==> config.mk <==
export PLATFORM = sky130hd
export DESIGN_NAME = uart_par_rx
export DESIGN_NICKNAME = d
export VERILOG_FILES = /design/src/rtl/rxp_pkg.sv /design/src/rtl/rxp_bitclk.sv /design/src/rtl/rxp_frame.sv /design/src/rtl/rxp_wake.sv /design/src/rtl/uart_par_rx.sv
export SDC_FILE = /design/constraint.sdc
export NUM_CORES = 1
export LEC_CHECK = 0
export BUFFER_PORTS_ARGS = -buffer_cell sky130_fd_sc_hd__buf_2
export CAP_MARGIN = 30
export CORE_MARGIN = 2
export CORE_UTILIZATION = 50
export CTS_CLUSTER_SIZE = 28
export DETAILED_ROUTE_END_ITERATION = 8
export GPL_ROUTABILITY_DRIVEN = 0
export GPL_TIMING_DRIVEN = 0
export PLACE_DENSITY_LB_ADDON = 0.1
export SLEW_MARGIN = 10
export SYNTH_ARGS = -nofsm -noshare
export SYNTH_HDL_FRONTEND = slang
export SYNTH_SLANG_ARGS = --single-unit
export TNS_END_PERCENT = 30
==> constraint.sdc <==
create_clock -name clk -period 3.7 [get_ports clk]
set_clock_uncertainty 0.1 [all_clocks]
set_input_delay 0.925 -clock clk [delete_from_list [all_inputs] [get_ports clk]]
set_output_delay 0.925 -clock clk [all_outputs]
set_load 0.05 [all_outputs]
==> src/rtl/rxp_pkg.sv <==
package rxp_pkg;
  typedef enum logic [1:0] {
    ST_IDLE  = 2'd0,
    ST_START = 2'd1,
    ST_DATA  = 2'd2,
    ST_STOP  = 2'd3
  } rx_state_e;
endpackage

==> src/rtl/rxp_bitclk.sv <==
module rxp_bitclk #(
  parameter int unsigned OVS = 16
) (
  input  logic clk,
  input  logic rst_n,
  input  logic tick,
  input  logic rxd,
  input  logic restart,
  output logic mid,
  output logic maj
);
  localparam int unsigned CW  = $clog2(OVS);
  localparam int unsigned MID = OVS / 2 + 1;

  logic [CW-1:0] cnt_q, cnt_d;
  logic [1:0]    hist_q, hist_d;

  always_comb begin
    cnt_d  = cnt_q;
    hist_d = hist_q;
    if (tick) begin
      hist_d = {hist_q[0], rxd};
      if (restart)                    cnt_d = CW'(1);
      else if (cnt_q == CW'(OVS - 1)) cnt_d = '0;
      else                            cnt_d = cnt_q + 1'b1;
    end
  end

  always_ff @(posedge clk or negedge rst_n) begin
    if (!rst_n) begin
      cnt_q  <= '0;
      hist_q <= 2'b11;
    end else begin
      cnt_q  <= cnt_d;
      hist_q <= hist_d;
    end
  end

  assign mid = tick && !restart && (cnt_q == CW'(MID));
  assign maj = (hist_q[1] & hist_q[0]) | (hist_q[1] & rxd) | (hist_q[0] & rxd);

  AST_RESTART_ON_TICK: assert property (@(posedge clk) disable iff (!rst_n)
    restart |-> tick);
endmodule

==> src/rtl/rxp_frame.sv <==
module rxp_frame
  import rxp_pkg::*;
#(
  parameter int unsigned DW = 8
) (
  input  logic          clk,
  input  logic          rst_n,
  input  logic          tick,
  input  logic          rxd,
  input  logic          mid,
  input  logic          maj,
  input  logic          cfg_nine,
  input  logic          cfg_par_en,
  input  logic          cfg_par_odd,
  output logic          restart,
  output logic          line_idle,
  output logic          done,
  output logic [DW-1:0] data,
  output logic          bit8,
  output logic          msb,
  output logic          par_bad,
  output logic          stop_bad
);
  localparam int unsigned SW  = DW + 1;
  localparam int unsigned IXW = $clog2(DW + 1);

  rx_state_e      st_q, st_d;
  logic [IXW-1:0] idx_q, idx_d, last;
  logic [SW-1:0]  sr_q, sr_d;
  logic           nine_q, nine_d, pe_q, pe_d, po_q, po_d;
  logic           par_x;

  assign restart   = (st_q == ST_IDLE) && tick && !rxd;
  assign line_idle = (st_q == ST_IDLE);
  assign last      = nine_q ? IXW'(DW) : IXW'(DW - 1);

  always_comb begin
    st_d   = st_q;
    idx_d  = idx_q;
    sr_d   = sr_q;
    nine_d = nine_q;
    pe_d   = pe_q;
    po_d   = po_q;
    case (st_q)
      ST_IDLE:  if (restart) st_d = ST_START;
      ST_START: if (mid) begin
        if (!maj) begin
          st_d   = ST_DATA;
          idx_d  = '0;
          nine_d = cfg_nine;
          pe_d   = cfg_par_en;
          po_d   = cfg_par_odd;
        end else begin
          st_d = ST_IDLE;
        end
      end
      ST_DATA:  if (mid) begin
        sr_d = {maj, sr_q[SW-1:1]};
        if (idx_q == last) st_d = ST_STOP;
        else               idx_d = idx_q + 1'b1;
      end
      ST_STOP:  if (mid) st_d = ST_IDLE;
      default:  st_d = ST_IDLE;
    endcase
  end

  always_ff @(posedge clk or negedge rst_n) begin
    if (!rst_n) begin
      st_q   <= ST_IDLE;
      idx_q  <= '0;
      sr_q   <= '0;
      nine_q <= 1'b0;
      pe_q   <= 1'b0;
      po_q   <= 1'b0;
    end else begin
      st_q   <= st_d;
      idx_q  <= idx_d;
      sr_q   <= sr_d;
      nine_q <= nine_d;
      pe_q   <= pe_d;
      po_q   <= po_d;
    end
  end

  assign done     = (st_q == ST_STOP) && mid;
  assign stop_bad = !maj;
  assign data     = nine_q ? sr_q[DW-1:0] : sr_q[SW-1:1];
  assign bit8     = nine_q & sr_q[SW-1];
  assign msb      = sr_q[SW-1];
  assign par_x    = nine_q ? ^sr_q : ^sr_q[SW-1:1];
  assign par_bad  = pe_q & (par_x ^ po_q);

  AST_CFG_HOLD: assert property (@(posedge clk) disable iff (!rst_n)
    (st_q == ST_DATA) |=> ($stable(pe_q) && $stable(po_q) && $stable(nine_q)));
  AST_START_REJECT: assert property (@(posedge clk) disable iff (!rst_n)
    ((st_q == ST_START) && mid && maj) |=> (st_q == ST_IDLE));
endmodule

==> src/rtl/rxp_wake.sv <==
module rxp_wake #(
  parameter int unsigned OVS = 16,
  parameter int unsigned DW  = 8
) (
  input  logic clk,
  input  logic rst_n,
  input  logic tick,
  input  logic rxd,
  input  logic line_idle,
  input  logic cfg_nine,
  input  logic cfg_wake_addr,
  input  logic mute_set,
  input  logic done,
  input  logic msb,
  output logic muted,
  output logic deliver
);
  localparam int unsigned LIM8 = (DW + 2) * OVS;
  localparam int unsigned LIM9 = (DW + 3) * OVS;
  localparam int unsigned IW   = $clog2(LIM9 + 1);

  logic [IW-1:0] idle_q, idle_d, lim;
  logic          muted_q, muted_d, full, addr_wake;

  assign lim       = cfg_nine ? IW'(LIM9) : IW'(LIM8);
  assign full      = line_idle && rxd && tick && !mute_set && (idle_q == lim - 1'b1);
  assign addr_wake = done && msb && cfg_wake_addr;

  always_comb begin
    idle_d = idle_q;
    if (mute_set || !line_idle || !rxd)  idle_d = '0;
    else if (tick && (idle_q != lim))    idle_d = idle_q + 1'b1;
  end

  always_comb begin
    muted_d = muted_q;
    if (mute_set)                                       muted_d = 1'b1;
    else if (muted_q && (cfg_wake_addr ? addr_wake : full)) muted_d = 1'b0;
  end

  always_ff @(posedge clk or negedge rst_n) begin
    if (!rst_n) begin
      idle_q  <= '0;
      muted_q <= 1'b0;
    end else begin
      idle_q  <= idle_d;
      muted_q <= muted_d;
    end
  end

  assign muted   = muted_q;
  assign deliver = done && (!muted_q || addr_wake);

  AST_WAKE_CAUSE: assert property (@(posedge clk) disable iff (!rst_n)
    $fell(muted_q) |-> ($past(cfg_wake_addr) ? $past(done && msb) : $past(line_idle && rxd)));
endmodule

==> src/rtl/uart_par_rx.sv <==
module uart_par_rx #(
  parameter int unsigned OVS = 16,
  parameter int unsigned DW  = 8
) (
  input  logic          clk,
  input  logic          rst_n,
  input  logic          tick,
  input  logic          rxd,
  input  logic          cfg_nine,
  input  logic          cfg_par_en,
  input  logic          cfg_par_odd,
  input  logic          cfg_irq_en,
  input  logic          cfg_wake_addr,
  input  logic          mute_set,
  output logic [DW-1:0] rx_data,
  output logic          rx_bit8,
  output logic          rx_ready,
  output logic          par_err,
  output logic          frm_err,
  output logic          irq,
  output logic          rx_muted
);
  logic          restart, mid, maj, line_idle, done, bit8, msb, par_bad, stop_bad, deliver;
  logic [DW-1:0] data;

  logic [DW-1:0] data_q, data_d;
  logic          b8_q, b8_d, rdy_q, pe_q, pe_d, fe_q, fe_d;

  rxp_bitclk #(.OVS(OVS)) u_bitclk (
    .clk(clk), .rst_n(rst_n), .tick(tick), .rxd(rxd),
    .restart(restart), .mid(mid), .maj(maj)
  );

  rxp_frame #(.DW(DW)) u_frame (
    .clk(clk), .rst_n(rst_n), .tick(tick), .rxd(rxd), .mid(mid), .maj(maj),
    .cfg_nine(cfg_nine), .cfg_par_en(cfg_par_en), .cfg_par_odd(cfg_par_odd),
    .restart(restart), .line_idle(line_idle), .done(done), .data(data),
    .bit8(bit8), .msb(msb), .par_bad(par_bad), .stop_bad(stop_bad)
  );

  rxp_wake #(.OVS(OVS), .DW(DW)) u_wake (
    .clk(clk), .rst_n(rst_n), .tick(tick), .rxd(rxd), .line_idle(line_idle),
    .cfg_nine(cfg_nine), .cfg_wake_addr(cfg_wake_addr), .mute_set(mute_set),
    .done(done), .msb(msb), .muted(rx_muted), .deliver(deliver)
  );

  always_comb begin
    data_d = data_q;
    b8_d   = b8_q;
    pe_d   = pe_q;
    fe_d   = fe_q;
    if (deliver) begin
      data_d = data;
      b8_d   = bit8;
      pe_d   = par_bad;
      fe_d   = stop_bad;
    end
  end

  always_ff @(posedge clk or negedge rst_n) begin
    if (!rst_n) begin
      data_q <= '0;
      b8_q   <= 1'b0;
      rdy_q  <= 1'b0;
      pe_q   <= 1'b0;
      fe_q   <= 1'b0;
    end else begin
      data_q <= data_d;
      b8_q   <= b8_d;
      rdy_q  <= deliver;
      pe_q   <= pe_d;
      fe_q   <= fe_d;
    end
  end

  assign rx_data  = data_q;
  assign rx_bit8  = b8_q;
  assign rx_ready = rdy_q;
  assign par_err  = pe_q;
  assign frm_err  = fe_q;
  assign irq      = pe_q & cfg_irq_en;

  AST_READY_PULSE: assert property (@(posedge clk) disable iff (!rst_n)
    rdy_q |=> !rdy_q);
  AST_FLAGS_HOLD: assert property (@(posedge clk) disable iff (!rst_n)
    (!$stable(pe_q) || !$stable(fe_q) || !$stable(data_q)) |-> rdy_q);
  AST_MUTE_SILENT: assert property (@(posedge clk) disable iff (!rst_n)
    (rdy_q && !$past(mute_set)) |-> !rx_muted);
endmodule

==> results.yml <==
yosys:
  synth_ff_type: "dfrtp_1"
  synth_top_area_cell: "dfrtp_1"
  yosys_warnings: 0
  synth.net_count: 215
  synthTopCellsByArea: "dfrtp_1, mux2_2, nor2_1, mux2i_1, xor2_1"
  syn_area_um2: 2240
  ys_seq_elements: 45
  synth-async-reset-ratio_pct: 100
  syn_area_per_cell_um2: 11.2
  synth_edf_count: 0
  yosysUniqueCellTypes: 44
  synthCells: 200
  seq_area_frac_synth_pct: 50.4
  synth_top_area_share_pct: 48.1
power_and_ir_drop:
  p_seq_share_pct: 50.6
  peakVddDrop_uv: 301
  power_density_nw_per_um2: 447
  p_total_uw: 1150
  p_int_uw: 841
  leakagePower_uw: 0.00120
  p_comb_share_pct: 16.1
  switchingPower_uw: 304
  swShare_pct: 26.6
  clockPowerShare_pct: 33.3
grt:
  grt_start_max_net_pins: 46
  antenna_found_initial: 0
  grt_pass1_wl_um: 6980
  track_usage_pct: 17.5
  gr-total-overflow: 0
  grt_pass1_vias: 1521
cells_and_area:
  layout_commonest_cell: "dfrtp_1"
  drive_gt1_share_pct: 25.4
  fin_area_um2: 2560
  synthToLayoutAreaGrowth_pct: 14.5
  layout.nets: 246
  diodes: 0
  layout_common_cells: "dfrtp_1, buf_2, nor2_1, mux2_2, a21oi_1"
  fillCellCount: 377
critical_path:
  required_ps: 2670
  worstPathArrival_ps: 1340
  critPathSlowestCell: "buf_2"
  cp_slowest_stage_delay_ps: 250
  crit_top_cell: "buf_2"
  critical_path.top_delay_family: "buffers and inverters"
  cp.depth: 3
  critical_path_class: "in2out"
  critPathLaunchType: "input port"
  path_max_fanout: 1
  r2r_cells: 7
  worstSetupEndpointType: "output pin"
  crit_chain: "buf_2 > and2_1 > buf_2"
  path_buf_inv: 2
routing:
  drt-initial-drc-count: 72
  antenna_left: 0
  drtPass1Iterations: 4
  route.detailed.drc: 0
  dr_total_vias: 1549
  wire_per_inst_um: 14.5
  viasPerCell: 5.45
  drt_wl_total_um: 4120
die:
  start_util_pct: 51.8
  die_x_um: 70.9
  dieArea_um2: 5030
  pin_count: 24
  die_y_um: 70.9
  rows: 24
  coreArea_um2: 4320
timing:
  rsz0062_at_grt: "false"
  fin_tns_setup_ps: 0
  fmax_mhz: 422
  setup_viol: 0
  drv_slew: 0
  period_needed_ps: 2370
  hold_violations: 0
  relSlewSlack_pct: 51.3
  post-route-period-util_pct: 64.0
  worst_pin_slew_ps: 725
worst_hold_path:
  hold_class: "reg2reg"
  min_path_cells: 1
clocking:
  clkSlewWorstSetupHoldPaths_ps: 80
  cts_tree: "yes"
  clock_latency_ps: 290
  cts_made_buffers: 5
  cts.repair.resized: 0
  postCtsSetupRepairBufs: 0
  cts_sinks: 45
  htree_levels: 2
  postCtsHoldBufs: 0
  cts-root-buf: "clkbuf_8"
  clockBufferDepth: 2
placed_design:
  hpwl_um: 2990
  dpl_cell_area_um2: 2420
  port_buffers: 23
job:
  maxCapViolCount: 0
status:
  status: "complete, no violations"
==> layout make-up <==
cell class	instances	area (um2)	area share, %
clock buffers	7	86.3	3.37
well taps	52	65.1	2.54
plain buffers	7	35.0	1.37
inverters	6	22.5	0.879
clock inverters	1	30.0	1.17
repair buffers	24	143	5.57
flip-flops and latches	45	1130	44.0
multi-input cells	142	1050	41.1
==> routing by layer <==
| layer | vias to the layer above | share of wire [%] | wire length (um) | GRT usage, % |
|---|---|---|---|---|
| met5 | - | 0 | 0 | 0 |
| met4 | 0 | 1.0 | 41 | 5.66 |
| met3 | 5 | 3.3 | 135 | 3.42 |
| met2 | 25 | 51 | 2110 | 30.1 |
| met1 | 755 | 44 | 1830 | 22.3 |
| li1 | 764 | - | - | - |
==> logic make-up after synthesis <==
kind of cell / Yosys count / share of synthesized area (%)
flip-flops: 45 / 50.4
AND/OR/NAND/NOR: 63 / 15.5
adder cells (fa/ha/maj): 6 / 3.24
buffers and inverters: 13 / 2.57
multiplexers: 23 / 11.1
XOR/XNOR: 15 / 7.10
AO/OA/AOI/OAI: 35 / 10.1
==> sequential cells by signal, summed over array words and instances (netlist names), 2 cells and up, named ones only <==
register,count
u_frame.sr_q,9
rx_data,8
u_wake.idle_q,8
u_bitclk.cnt_q,4
u_frame.idx_q,4
u_bitclk.hist_q,2
==> stage by stage <==
stage,setup WS (ps),cells,hold slack [ps],util (%)
after floorplan,1340,200,364,-
after global placement,1270,275,397,55.9
after detailed placement,1270,275,397,55.9
after CTS,1330,283,417,58.6
after global routing,1290,284,451,59.3
final,1330,284,415,59.3
==> worst paths after layout <==
check / from / to / slack, ps
max: cfg_irq_en / irq / 1330
min: u_frame.sr_q[0] / u_frame.sr_q[0] / 410
max reg2reg: u_bitclk.cnt_q[1] / u_frame.idx_q[0] / 1770
min reg2reg: u_frame.sr_q[0] / u_frame.sr_q[0] / 410
max in group asynchronous: rst_n / rx_data[1] / 2500
min in group asynchronous: rst_n / rx_ready / 500
==> power by group through the flow <==
stage               Clock (uW)  Combinational, uW  Sequential, uW
global route               411                203             588
detailed placement           0                182             590
floorplan                    0                140             578
finish                     381                184             580
global placement             0                173             586
CTS                        394                183             580
==> Yosys cell counts, types with 3 or more instances <==
master / number
dfrtp_1: 43
xnor2_1: 5
a21oi_1: 11
xor2_1: 8
mux2i_1: 8
mux2_2: 15
nor2_1: 22
buf_2: 4
ha_1: 5
o21ai_0: 8
nand4b_1: 3
inv_1: 6
nand2_1: 7
nand2b_1: 5
and3_1: 4
nand3_1: 8
No activity file was read; power rests on OpenSTA's default activity.
